[config.mk]
export PLATFORM = sky130hd
export DESIGN_NAME = sized_bus_master
export DESIGN_NICKNAME = d
export VERILOG_FILES = /design/src/rtl/sbm_pkg.sv /design/src/rtl/sbm_step.sv /design/src/rtl/sbm_lanes.sv /design/src/rtl/sbm_ctrl.sv /design/src/rtl/sized_bus_master.sv
export SDC_FILE = /design/constraint.sdc
export NUM_CORES = 1
export LEC_CHECK = 0
export BUFFER_PORTS_ARGS = -buffer_cell sky130_fd_sc_hd__buf_2
export CELL_PAD_IN_SITES_DETAIL_PLACEMENT = 0
export CELL_PAD_IN_SITES_GLOBAL_PLACEMENT = 1
export CORE_ASPECT_RATIO = 1.2
export CORE_MARGIN = 10
export CORE_UTILIZATION = 43
export DETAILED_ROUTE_END_ITERATION = 7
export GPL_TIMING_DRIVEN = 0
export HOLD_SLACK_MARGIN = 0.05
export PLACE_DENSITY_LB_ADDON = 0.1
export SLEW_MARGIN = 20
export SYNTH_ARGS = -nofsm -noshare
export SYNTH_HDL_FRONTEND = slang
export SYNTH_SLANG_ARGS = --single-unit
[constraint.sdc]
create_clock -name clk -period 8.95 [get_ports clk]
set_clock_uncertainty 0.2 [all_clocks]
set_input_delay 1.79 -clock clk [delete_from_list [all_inputs] [get_ports clk]]
set_output_delay 1.79 -clock clk [all_outputs]
set_load 0.01 [all_outputs]
[src/rtl/sbm_pkg.sv]
package sbm_pkg;

  typedef enum logic [1:0] {
    ST_IDLE = 2'd0,
    ST_RUN  = 2'd1,
    ST_GAP  = 2'd2
  } sbm_state_t;

  // Address-space tags that may appear on the bus
  function automatic logic fc_legal(input logic [2:0] fc);
    return (fc == 3'b001) || (fc == 3'b010) || (fc == 3'b101) ||
           (fc == 3'b110) || (fc == 3'b111);
  endfunction

endpackage

[src/rtl/sbm_step.sv]
// Decodes the slave's port-width answer and works out how many bytes the
// current cycle moved and how many remain afterwards.
module sbm_step #(
  parameter int LANES = 4,
  parameter int CNT_W = $clog2(LANES + 1),
  parameter int SZ_W  = $clog2(LANES)
) (
  input  logic [CNT_W-1:0] rem,
  input  logic [SZ_W-1:0]  bus_ack,
  output logic             acked,
  output logic [CNT_W-1:0] take,
  output logic [CNT_W-1:0] rem_next
);

  logic [CNT_W:0] port_bytes;

  always_comb begin
    port_bytes = '0;
    if (bus_ack != '0) begin
      port_bytes = (CNT_W + 1)'(1) << (bus_ack - 1'b1);
    end
  end

  assign acked    = (bus_ack != '0);
  assign take     = ({1'b0, rem} < port_bytes) ? rem : port_bytes[CNT_W-1:0];
  assign rem_next = rem - take;

endmodule

[src/rtl/sbm_lanes.sv]
// Write data shifter and read data accumulator on big-endian byte lanes.
module sbm_lanes #(
  parameter int LANES  = 4,
  parameter int CNT_W  = $clog2(LANES + 1),
  parameter int DATA_W = 8 * LANES
) (
  input  logic              clk,
  input  logic              rst,
  input  logic              load,
  input  logic [DATA_W-1:0] wdata,
  input  logic [CNT_W-1:0]  load_cnt,
  input  logic              step,
  input  logic [CNT_W-1:0]  take,
  input  logic [DATA_W-1:0] din,
  input  logic              final_rd,
  output logic [DATA_W-1:0] dout,
  output logic [DATA_W-1:0] rdata
);

  logic [DATA_W-1:0] wr_shift;
  logic [DATA_W-1:0] rd_acc;
  logic [DATA_W-1:0] rd_next;
  logic [DATA_W-1:0] rd_top;

  // Bytes taken from the top lanes, moved down to the low end
  assign rd_top  = din >> (DATA_W - 8 * int'(take));
  assign rd_next = (rd_acc << (8 * int'(take))) | rd_top;

  always_ff @(posedge clk) begin
    if (rst) begin
      wr_shift <= '0;
      rd_acc   <= '0;
      rdata    <= '0;
    end else begin
      if (load) begin
        wr_shift <= wdata << (8 * (LANES - int'(load_cnt)));
        rd_acc   <= '0;
      end else if (step) begin
        wr_shift <= wr_shift << (8 * int'(take));
        rd_acc   <= rd_next;
      end
      if (final_rd) begin
        rdata <= rd_next;
      end
    end
  end

  assign dout = wr_shift;

endmodule

[src/rtl/sbm_ctrl.sv]
// Cycle sequencer: opens strobed cycles, waits for the slave, inserts the
// strobe-low gap and keeps the per-cycle bus fields registered.
module sbm_ctrl
  import sbm_pkg::*;
#(
  parameter int ADDR_W = 24,
  parameter int LANES  = 4,
  parameter int CNT_W  = $clog2(LANES + 1),
  parameter int SZ_W   = $clog2(LANES)
) (
  input  logic              clk,
  input  logic              rst,
  input  logic              req_valid,
  input  logic [ADDR_W-1:0] req_addr,
  input  logic [SZ_W-1:0]   req_size,
  input  logic              req_write,
  input  logic [2:0]        req_space,
  input  logic              acked,
  input  logic [CNT_W-1:0]  take,
  input  logic [CNT_W-1:0]  rem_next,
  output logic              req_ready,
  output logic              accept,
  output logic [CNT_W-1:0]  load_cnt,
  output logic              step,
  output logic              last_rd,
  output logic [CNT_W-1:0]  rem_q,
  output logic [ADDR_W-1:0] bus_addr,
  output logic [SZ_W-1:0]   bus_siz,
  output logic [2:0]        bus_fc,
  output logic              bus_rw,
  output logic              bus_as,
  output logic              done
);

  function automatic logic [SZ_W-1:0] code_of(input logic [CNT_W-1:0] n);
    return (n == CNT_W'(LANES)) ? '0 : n[SZ_W-1:0];
  endfunction

  function automatic logic [CNT_W-1:0] count_of(input logic [SZ_W-1:0] c);
    return (c == '0) ? CNT_W'(LANES) : CNT_W'(c);
  endfunction

  sbm_state_t state;
  logic       wr_q;
  logic       last;

  assign req_ready = (state == ST_IDLE);
  assign accept    = req_ready && req_valid && fc_legal(req_space);
  assign load_cnt  = count_of(req_size);
  assign step      = (state == ST_RUN) && acked;
  assign last      = step && (rem_next == '0);
  assign last_rd   = last && !wr_q;

  always_ff @(posedge clk) begin
    if (rst) begin
      state    <= ST_IDLE;
      wr_q     <= 1'b0;
      rem_q    <= '0;
      bus_addr <= '0;
      bus_siz  <= '0;
      bus_fc   <= '0;
      bus_rw   <= 1'b1;
      bus_as   <= 1'b0;
      done     <= 1'b0;
    end else begin
      done <= 1'b0;
      case (state)
        ST_IDLE: begin
          if (accept) begin
            state    <= ST_RUN;
            wr_q     <= req_write;
            rem_q    <= load_cnt;
            bus_addr <= req_addr;
            bus_siz  <= req_size;
            bus_fc   <= req_space;
            bus_rw   <= !req_write;
            bus_as   <= 1'b1;
          end
        end
        ST_RUN: begin
          if (acked) begin
            bus_as   <= 1'b0;
            rem_q    <= rem_next;
            bus_siz  <= code_of(rem_next);
            bus_addr <= bus_addr + ADDR_W'(take);
            if (last) begin
              state <= ST_IDLE;
              done  <= 1'b1;
            end else begin
              state <= ST_GAP;
            end
          end
        end
        ST_GAP: begin
          state  <= ST_RUN;
          bus_as <= 1'b1;
        end
        default: state <= ST_IDLE;
      endcase
    end
  end

endmodule

[src/rtl/sized_bus_master.sv]
module sized_bus_master #(
  parameter int ADDR_W = 24,
  parameter int LANES  = 4,
  localparam int CNT_W  = $clog2(LANES + 1),
  localparam int SZ_W   = $clog2(LANES),
  localparam int DATA_W = 8 * LANES
) (
  input  logic              clk,
  input  logic              rst,
  input  logic              req_valid,
  output logic              req_ready,
  input  logic [ADDR_W-1:0] req_addr,
  input  logic [SZ_W-1:0]   req_size,
  input  logic              req_write,
  input  logic [2:0]        req_space,
  input  logic [DATA_W-1:0] req_wdata,
  output logic [ADDR_W-1:0] bus_addr,
  output logic [SZ_W-1:0]   bus_siz,
  output logic [2:0]        bus_fc,
  output logic              bus_rw,
  output logic              bus_as,
  output logic [DATA_W-1:0] bus_dout,
  input  logic [SZ_W-1:0]   bus_ack,
  input  logic [DATA_W-1:0] bus_din,
  output logic              done,
  output logic [DATA_W-1:0] rdata
);

  logic             acked;
  logic [CNT_W-1:0] take;
  logic [CNT_W-1:0] rem_next;
  logic [CNT_W-1:0] rem_q;
  logic [CNT_W-1:0] load_cnt;
  logic             accept;
  logic             step;
  logic             last_rd;

  sbm_step #(.LANES(LANES), .CNT_W(CNT_W), .SZ_W(SZ_W)) u_step (
    .rem      (rem_q),
    .bus_ack  (bus_ack),
    .acked    (acked),
    .take     (take),
    .rem_next (rem_next)
  );

  sbm_ctrl #(.ADDR_W(ADDR_W), .LANES(LANES), .CNT_W(CNT_W), .SZ_W(SZ_W)) u_ctrl (
    .clk       (clk),
    .rst       (rst),
    .req_valid (req_valid),
    .req_addr  (req_addr),
    .req_size  (req_size),
    .req_write (req_write),
    .req_space (req_space),
    .acked     (acked),
    .take      (take),
    .rem_next  (rem_next),
    .req_ready (req_ready),
    .accept    (accept),
    .load_cnt  (load_cnt),
    .step      (step),
    .last_rd   (last_rd),
    .rem_q     (rem_q),
    .bus_addr  (bus_addr),
    .bus_siz   (bus_siz),
    .bus_fc    (bus_fc),
    .bus_rw    (bus_rw),
    .bus_as    (bus_as),
    .done      (done)
  );

  sbm_lanes #(.LANES(LANES), .CNT_W(CNT_W), .DATA_W(DATA_W)) u_lanes (
    .clk      (clk),
    .rst      (rst),
    .load     (accept),
    .wdata    (req_wdata),
    .load_cnt (load_cnt),
    .step     (step),
    .take     (take),
    .din      (bus_din),
    .final_rd (last_rd),
    .dout     (bus_dout),
    .rdata    (rdata)
  );

endmodule

==> impl_metrics.ini, run 1 <==
[worst_setup_path]
cp.required_ns = 9.09
worstPathCellList = buf_2, buf_2, nand2_1, ha_1, o21a_1, o22ai_2, and2_1, buf_2, clkbuf_1, ha_1, inv_1, ha_1, nand2b_1, nor4_1, nand2b_1, o21ai_0, buf_2, clkbuf_1, nor2_1, a311oi_1
cp_slowest_cell = clkbuf_1
crit_type = input port to register
cp_max_fo = 11
max_stage_delay_ns = 0.60
path_common_cell = buf_2
crit_path_start_kind = input port
cp.arrival_ns = 7.11
cp-end-kind = register

[die]
die_w_microns = 145.6
start_util_pct = 43.52
ios = 196
dieArea_sq_mm = 0.02487
core-area_sq_mm = 0.01872
fp-row-count = 55
die_h_microns = 170.8

[detailed_routing]
drtPass1Iterations = 7
wl_per_cell_microns = 23.34
drt-initial-drc-count = 897
num_vias = 9386
ant_nets = 0
wl_mm = 34.88
via_per_inst = 6.282
drc = 0

[placement]
portBuffers = 193
dp.cells = 1462
gp_congestion = 0.9276
placed_area_sq_mm = 0.009442
pre_cts_slack_ns = 1.693
dp_hpwl_mm = 25.72

[cells_and_area]
final_cells = 1494
nFillCells = 1891
utilization_pct = 53.60
post-route-cell-area_sq_mm = 0.01003
final_cell_mix = buf_2 (212), dfxtp_1 (134), nor2_1 (95)
fin_nets = 1333
seq_area_sq_mm = 0.002683
n_antenna_cell = 0
area_growth_pct = 23.16
multiInputGateArea_sq_mm = 0.005037
drive_gt1_share_pct = 25.12
layout.cells.most_common = buf_2

[synthesis]
seq_area_frac_synth_pct = 32.93
syn_area_sq_mm = 0.008145
synthFlopType = dfxtp_1
synth_edf_count = 0
yosys_warnings = 0
avgSynthCellArea_sq_um = 8.041
ys_types = 76
synth_seq_cells = 134
syn-num-nets = 1121
syn_inst = 1013
async_flop_share_pct = 0

[clocking]
clk_pin_slew_ns = 0.07
cts.sinks = 134
root_buffer = clkbuf_16
cts.repair.resized = 0
h-tree-depth = 4
numCtsBuffers = 17
cts_setup_buffers = 0
clk_latency_ns = 0.44
ctsHoldBuffers = 0
clock_path_buffers = 2
cts_tree = built

[pwr]
sequentialPowerShare_pct = 32.0
intPower_mw = 1.310
clkPwrFrac_pct = 33.2
p_switching_uw = 878.7
ir_drop_uv = 142.3
p_sw_share_pct = 40.15
leakagePower_nw = 4.072
power_density_mw_per_mm2 = 218.2
share_comb_of_total_power_pct = 34.8

[status]
outcome = finished, final reports clean

[timing]
finalSetupViolCount = 0
rsz0062_at_grt = no
fin_crit_sh_pct = 77.85
fmax_mhz = 143.5
drv_slew = 0
hold_viol = 0
setup_ws_ns = 1.982
post-route-min-period_ns = 6.968
setup_tns_ns = 0
slew_headroom_pct = 33.54
tightestPinTransition_ns = 0.9939

[global_route]
overflow = 0
grt_pass1_vias = 9118
grt_pass1_wl_mm = 52.66
antenna_found_initial = 0
grt_usage_pct = 26.73
grt_max_degree = 17

[worst_hold_path]
min_path_type = register to register

[run]
drv_cap = 0
-- cell type report --
cell class,count,area share [%]
Timing Repair Buffer,193,9.628
Inverter,20,0.7733
Buffer,84,3.567
Clock inverter,14,1.509
Sequential cell,134,26.74
Multi-Input combinational cell,775,50.21
Tap cell,256,3.193
Clock buffer,18,4.378
-- state kept, by name, indices dropped and copies added, names as in the netlist --
name	count
u_ctrl.state	2
u_ctrl.bus_as	1
u_lanes.rdata	32
u_ctrl.rem_q	3
u_lanes.dout	32
u_ctrl.bus_siz	2
u_lanes.rd_acc	32
u_ctrl.bus_rw	1
u_ctrl.bus_addr	24
u_ctrl.wr_q	1
u_ctrl.done	1
u_ctrl.bus_fc	3
-- worst paths after layout --
path | from | endpoint | slack (ns) | cells after the start
setup / recovery | bus_ack[1] | u_lanes.rdata[16] | 1.98 | 20
hold / removal | u_ctrl.bus_fc[1] | u_ctrl.bus_fc[1] | 0.25 | 2
setup reg to reg | u_ctrl.rem_q[1] | u_lanes.rdata[16] | 3.34 | 17
hold reg to reg | u_ctrl.bus_fc[1] | u_ctrl.bus_fc[1] | 0.25 | 2
-- stage by stage --
| step | hold slack (ns) | power, mW |
|---|---|---|
| final | 0.2520 | 2.189 |
| after global placement | 0.2412 | 1.453 |
| after CTS | 0.2533 | 2.172 |
| after floorplan | 0.2365 | 1.181 |
| after global routing | 0.2710 | 2.273 |
| after detailed placement | 0.2446 | 1.455 |
-- power groups by stage --
stage / clock [mW] / combinational [mW] / sequential [mW]
2_1_floorplan: 0 / 0.465 / 0.716
3_3_place_gp: 0 / 0.743 / 0.710
3_5_place_dp: 0 / 0.744 / 0.711
4_1_cts: 0.726 / 0.748 / 0.698
5_1_grt: 0.750 / 0.817 / 0.706
6_report: 0.727 / 0.762 / 0.700
-- worst max-delay path, delay by kind of cell --
family / cells / cell delay (ns)
adders and majority gates: 3 / 0.85
buffers and inverters: 7 / 2.02
and+or+nand+nor: 6 / 1.17
AOI/OAI and AO/OA: 4 / 1.24
-- per-layer routing --
layer  wire length, microns  up-vias  GRT usage, %
met5                      0        -             0
met4                   1487        0         12.63
met3                   2518      103         5.363
met2                  16560      499         45.52
met1                  14310     4483         31.78
li1                       -     4301             -
-- cell families after synthesis --
family | share of synthesized area, %
compound gates | 29.86
simple gates | 20.65
flops | 32.93
buf+inv | 5.346
mux | 9.509
fa+ha+maj | 1.383
xor+xnor | 0.3226
-- synth_stat cells (7+ instances only) --
library cell / instances / area share, %
dfxtp_1: 134 / 33
nor2_1: 95 / 4.4
o21ai_0: 82 / 5.0
nand2_1: 81 / 3.7
a21oi_1: 68 / 4.2
clkbuf_1: 55 / 2.5
a211oi_1: 46 / 4.2
mux2_2: 35 / 4.8
nand3_1: 33 / 2.0
mux2i_1: 32 / 3.9
and3_1: 27 / 2.1
a311oi_1: 25 / 2.7
nor3_1: 25 / 1.5
a31oi_1: 21 / 1.6
buf_2: 19 / 1.2
a22oi_1: 18 / 1.7
inv_1: 18 / 0.83
a32oi_1: 14 / 1.5
and2_1: 12 / 0.92
nor3b_1: 12 / 1.1
a221oi_1: 11 / 1.2
nor4_1: 10 / 0.77
ha_1: 9 / 1.4
o32ai_1: 9 / 0.97
a222oi_1: 8 / 0.98
nand2b_1: 7 / 0.54
nor4b_1: 7 / 0.75
(Power assumes the default switching activity.)
==> run 2, diff against run 1 <==
CORE_UTILIZATION = 36   (was 43)
clock period = 6.1 ns   (was 8.95 ns; I/O delays follow)
==> impl_metrics.ini, run 2 (synthesis gave the netlist of run 1 again) <==
[worst_setup_path]
reg2regPathDepth = 13
cp_slowest_cell = a2111oi_4
rrSetupSlack_ns = 1.07
r2r-start = u_ctrl.rem_q[1]
cp.arrival_ns = 5.91
cp_max_fo = 18
worstReg2RegEnd = u_lanes.rdata[29]
crit_type = input port to register
path_common_cell = buf_2
cp-end-kind = register
cp.required_ns = 6.25
crit_path_start_kind = input port
max_stage_delay_ns = 0.68
worstPathCellList = buf_2, buf_2, nand2_1, ha_1, o21a_1, o22ai_2, and2_1, clkbuf_4, inv_2, buf_2, clkbuf_1, ha_1, or3_1, a2111oi_4, a222oi_1, a211oi_1

[die]
fp-row-count = 60
ios = 196
core-area_sq_mm = 0.02237
die_w_microns = 157.3
start_util_pct = 36.41
dieArea_sq_mm = 0.02907
die_h_microns = 184.8

[cells_and_area]
nFillCells = 2404
fin_nets = 1332
final_cell_mix = buf_2 (211), dfxtp_1 (134), nor2_1 (95)
area_growth_pct = 23.46
n_antenna_cell = 0
drive_gt1_share_pct = 25.38
layout.cells.most_common = buf_2

[pwr]
power_density_mw_per_mm2 = 318.8
p_switching_mw = 1.293
power_mw = 3.206
intPower_mw = 1.913
ir_drop_uv = 223.3
leakagePower_nw = 4.067
sequentialPowerShare_pct = 32.0
clkPwrFrac_pct = 32.9
share_comb_of_total_power_pct = 35.1
p_sw_share_pct = 40.34

[global_route]
grt_usage_pct = 24.42
grt_pass1_wl_mm = 54.90
overflow = 0
antenna_found_initial = 0
grt_pass1_vias = 9218
grt_max_degree = 19

[detailed_routing]
drtPass1Iterations = 8
drt-initial-drc-count = 821
ant_nets = 0
wl_per_cell_microns = 23.99
drc = 0
num_vias = 9131
via_per_inst = 6.023
wl_mm = 36.36

[placement]
pre_cts_slack_ns = -0.6617
dp_hpwl_mm = 26.84
portBuffers = 193
gp_congestion = 0.9008

[clocking]
cts.sinks = 134
h-tree-depth = 4
numCtsBuffers = 17
clock_path_buffers = 2
clk_pin_slew_ns = 0.07
ctsHoldBuffers = 0
clk_latency_ns = 0.44
root_buffer = clkbuf_16
cts_tree = built

[worst_hold_path]
min_path_type = register to register
min_path_cells = 2
holdPathEnd = u_ctrl.bus_siz[0]
hp-start = u_ctrl.bus_siz[0]

[timing]
rsz0062_at_grt = no
setup_tns_ns = 0
fmax_mhz = 173.6
finalSetupViolCount = 0
setup_ws_ns = 0.3380
fin_crit_sh_pct = 94.46
hold_viol = 0
slew_headroom_pct = 33.32
tightestPinTransition_ns = 0.9971
post-route-min-period_ns = 5.762
drv_slew = 0

[status]
outcome = finished, final reports clean

[run]
drv_cap = 0
[run 2: routing by layer]
layer	routed length, microns	vias to the layer above	GRT usage, %
met4	961	0	8.539
li1	-	4302	-
met5	0	-	0
met3	2625	59	4.317
met2	17950	405	41.94
met1	14830	4365	29.88
[run 2: repair_timing]
action | in CTS | in global routing
endpoints found under the setup margin | 32 | 18
hold endpoints to repair | 0 | 0
resized for setup | 1 | 5
buffers inserted | 0 | 0
[run 2: power groups by stage]
stage | Combinational (mW) | Clock, mW | Sequential (mW)
after floorplan | 0.682 | 0 | 1.05
after global placement | 1.11 | 0 | 1.04
after detailed placement | 1.11 | 0 | 1.04
after CTS | 1.11 | 1.06 | 1.03
after global routing | 1.22 | 1.10 | 1.04
final | 1.12 | 1.05 | 1.03
[run 2: cell type report]
type / instances / area [sq um] / share of cell area (%)
plain buffers: 83 / 359.1 / 3.571
clock buffers: 18 / 439.2 / 4.367
clock inverters: 14 / 141.4 / 1.406
inverters: 20 / 77.57 / 0.7714
multi-input cells: 775 / 5041 / 50.13
flip-flops and latches: 134 / 2683 / 26.68
well taps: 279 / 349.1 / 3.471
repair buffers: 193 / 965.9 / 9.606
[run 2: how the worst max path moves through the flow]
stage	from	end	slack, ns	depth (start not counted)
2_1_floorplan	bus_ack[0]	u_lanes.rdata[7]	0.97	20
3_3_place_gp	bus_ack[1]	u_lanes.rdata[4]	-0.61	19
3_5_place_dp	bus_ack[1]	u_lanes.rdata[4]	-0.66	19
4_1_cts	bus_ack[1]	u_lanes.rdata[16]	0.28	19
5_1_grt	bus_ack[1]	u_lanes.rdata[27]	0.07	16
6_report	bus_ack[1]	u_lanes.rdata[29]	0.34	16
[run 2: stage by stage]
step	area [sq um]	hold WS, ns	instances	utilization, %
4_1_cts	10050	0.2534	1516	44.93
3_3_place_gp	9460	0.2413	1485	42.29
5_1_grt	10060	0.2819	1516	44.95
3_5_place_dp	9470	0.2451	1485	42.33
2_1_floorplan	8145	0.2365	1013	-
6_report	10060	0.2504	1516	44.95
[run 2: worst max-delay path, delay by kind of cell]
| family | cells | cell delay (ns) |
|---|---|---|
| buf+inv | 6 | 1.29 |
| compound gates | 5 | 1.91 |
| simple gates | 3 | 0.79 |
| fa+ha+maj | 2 | 0.66 |
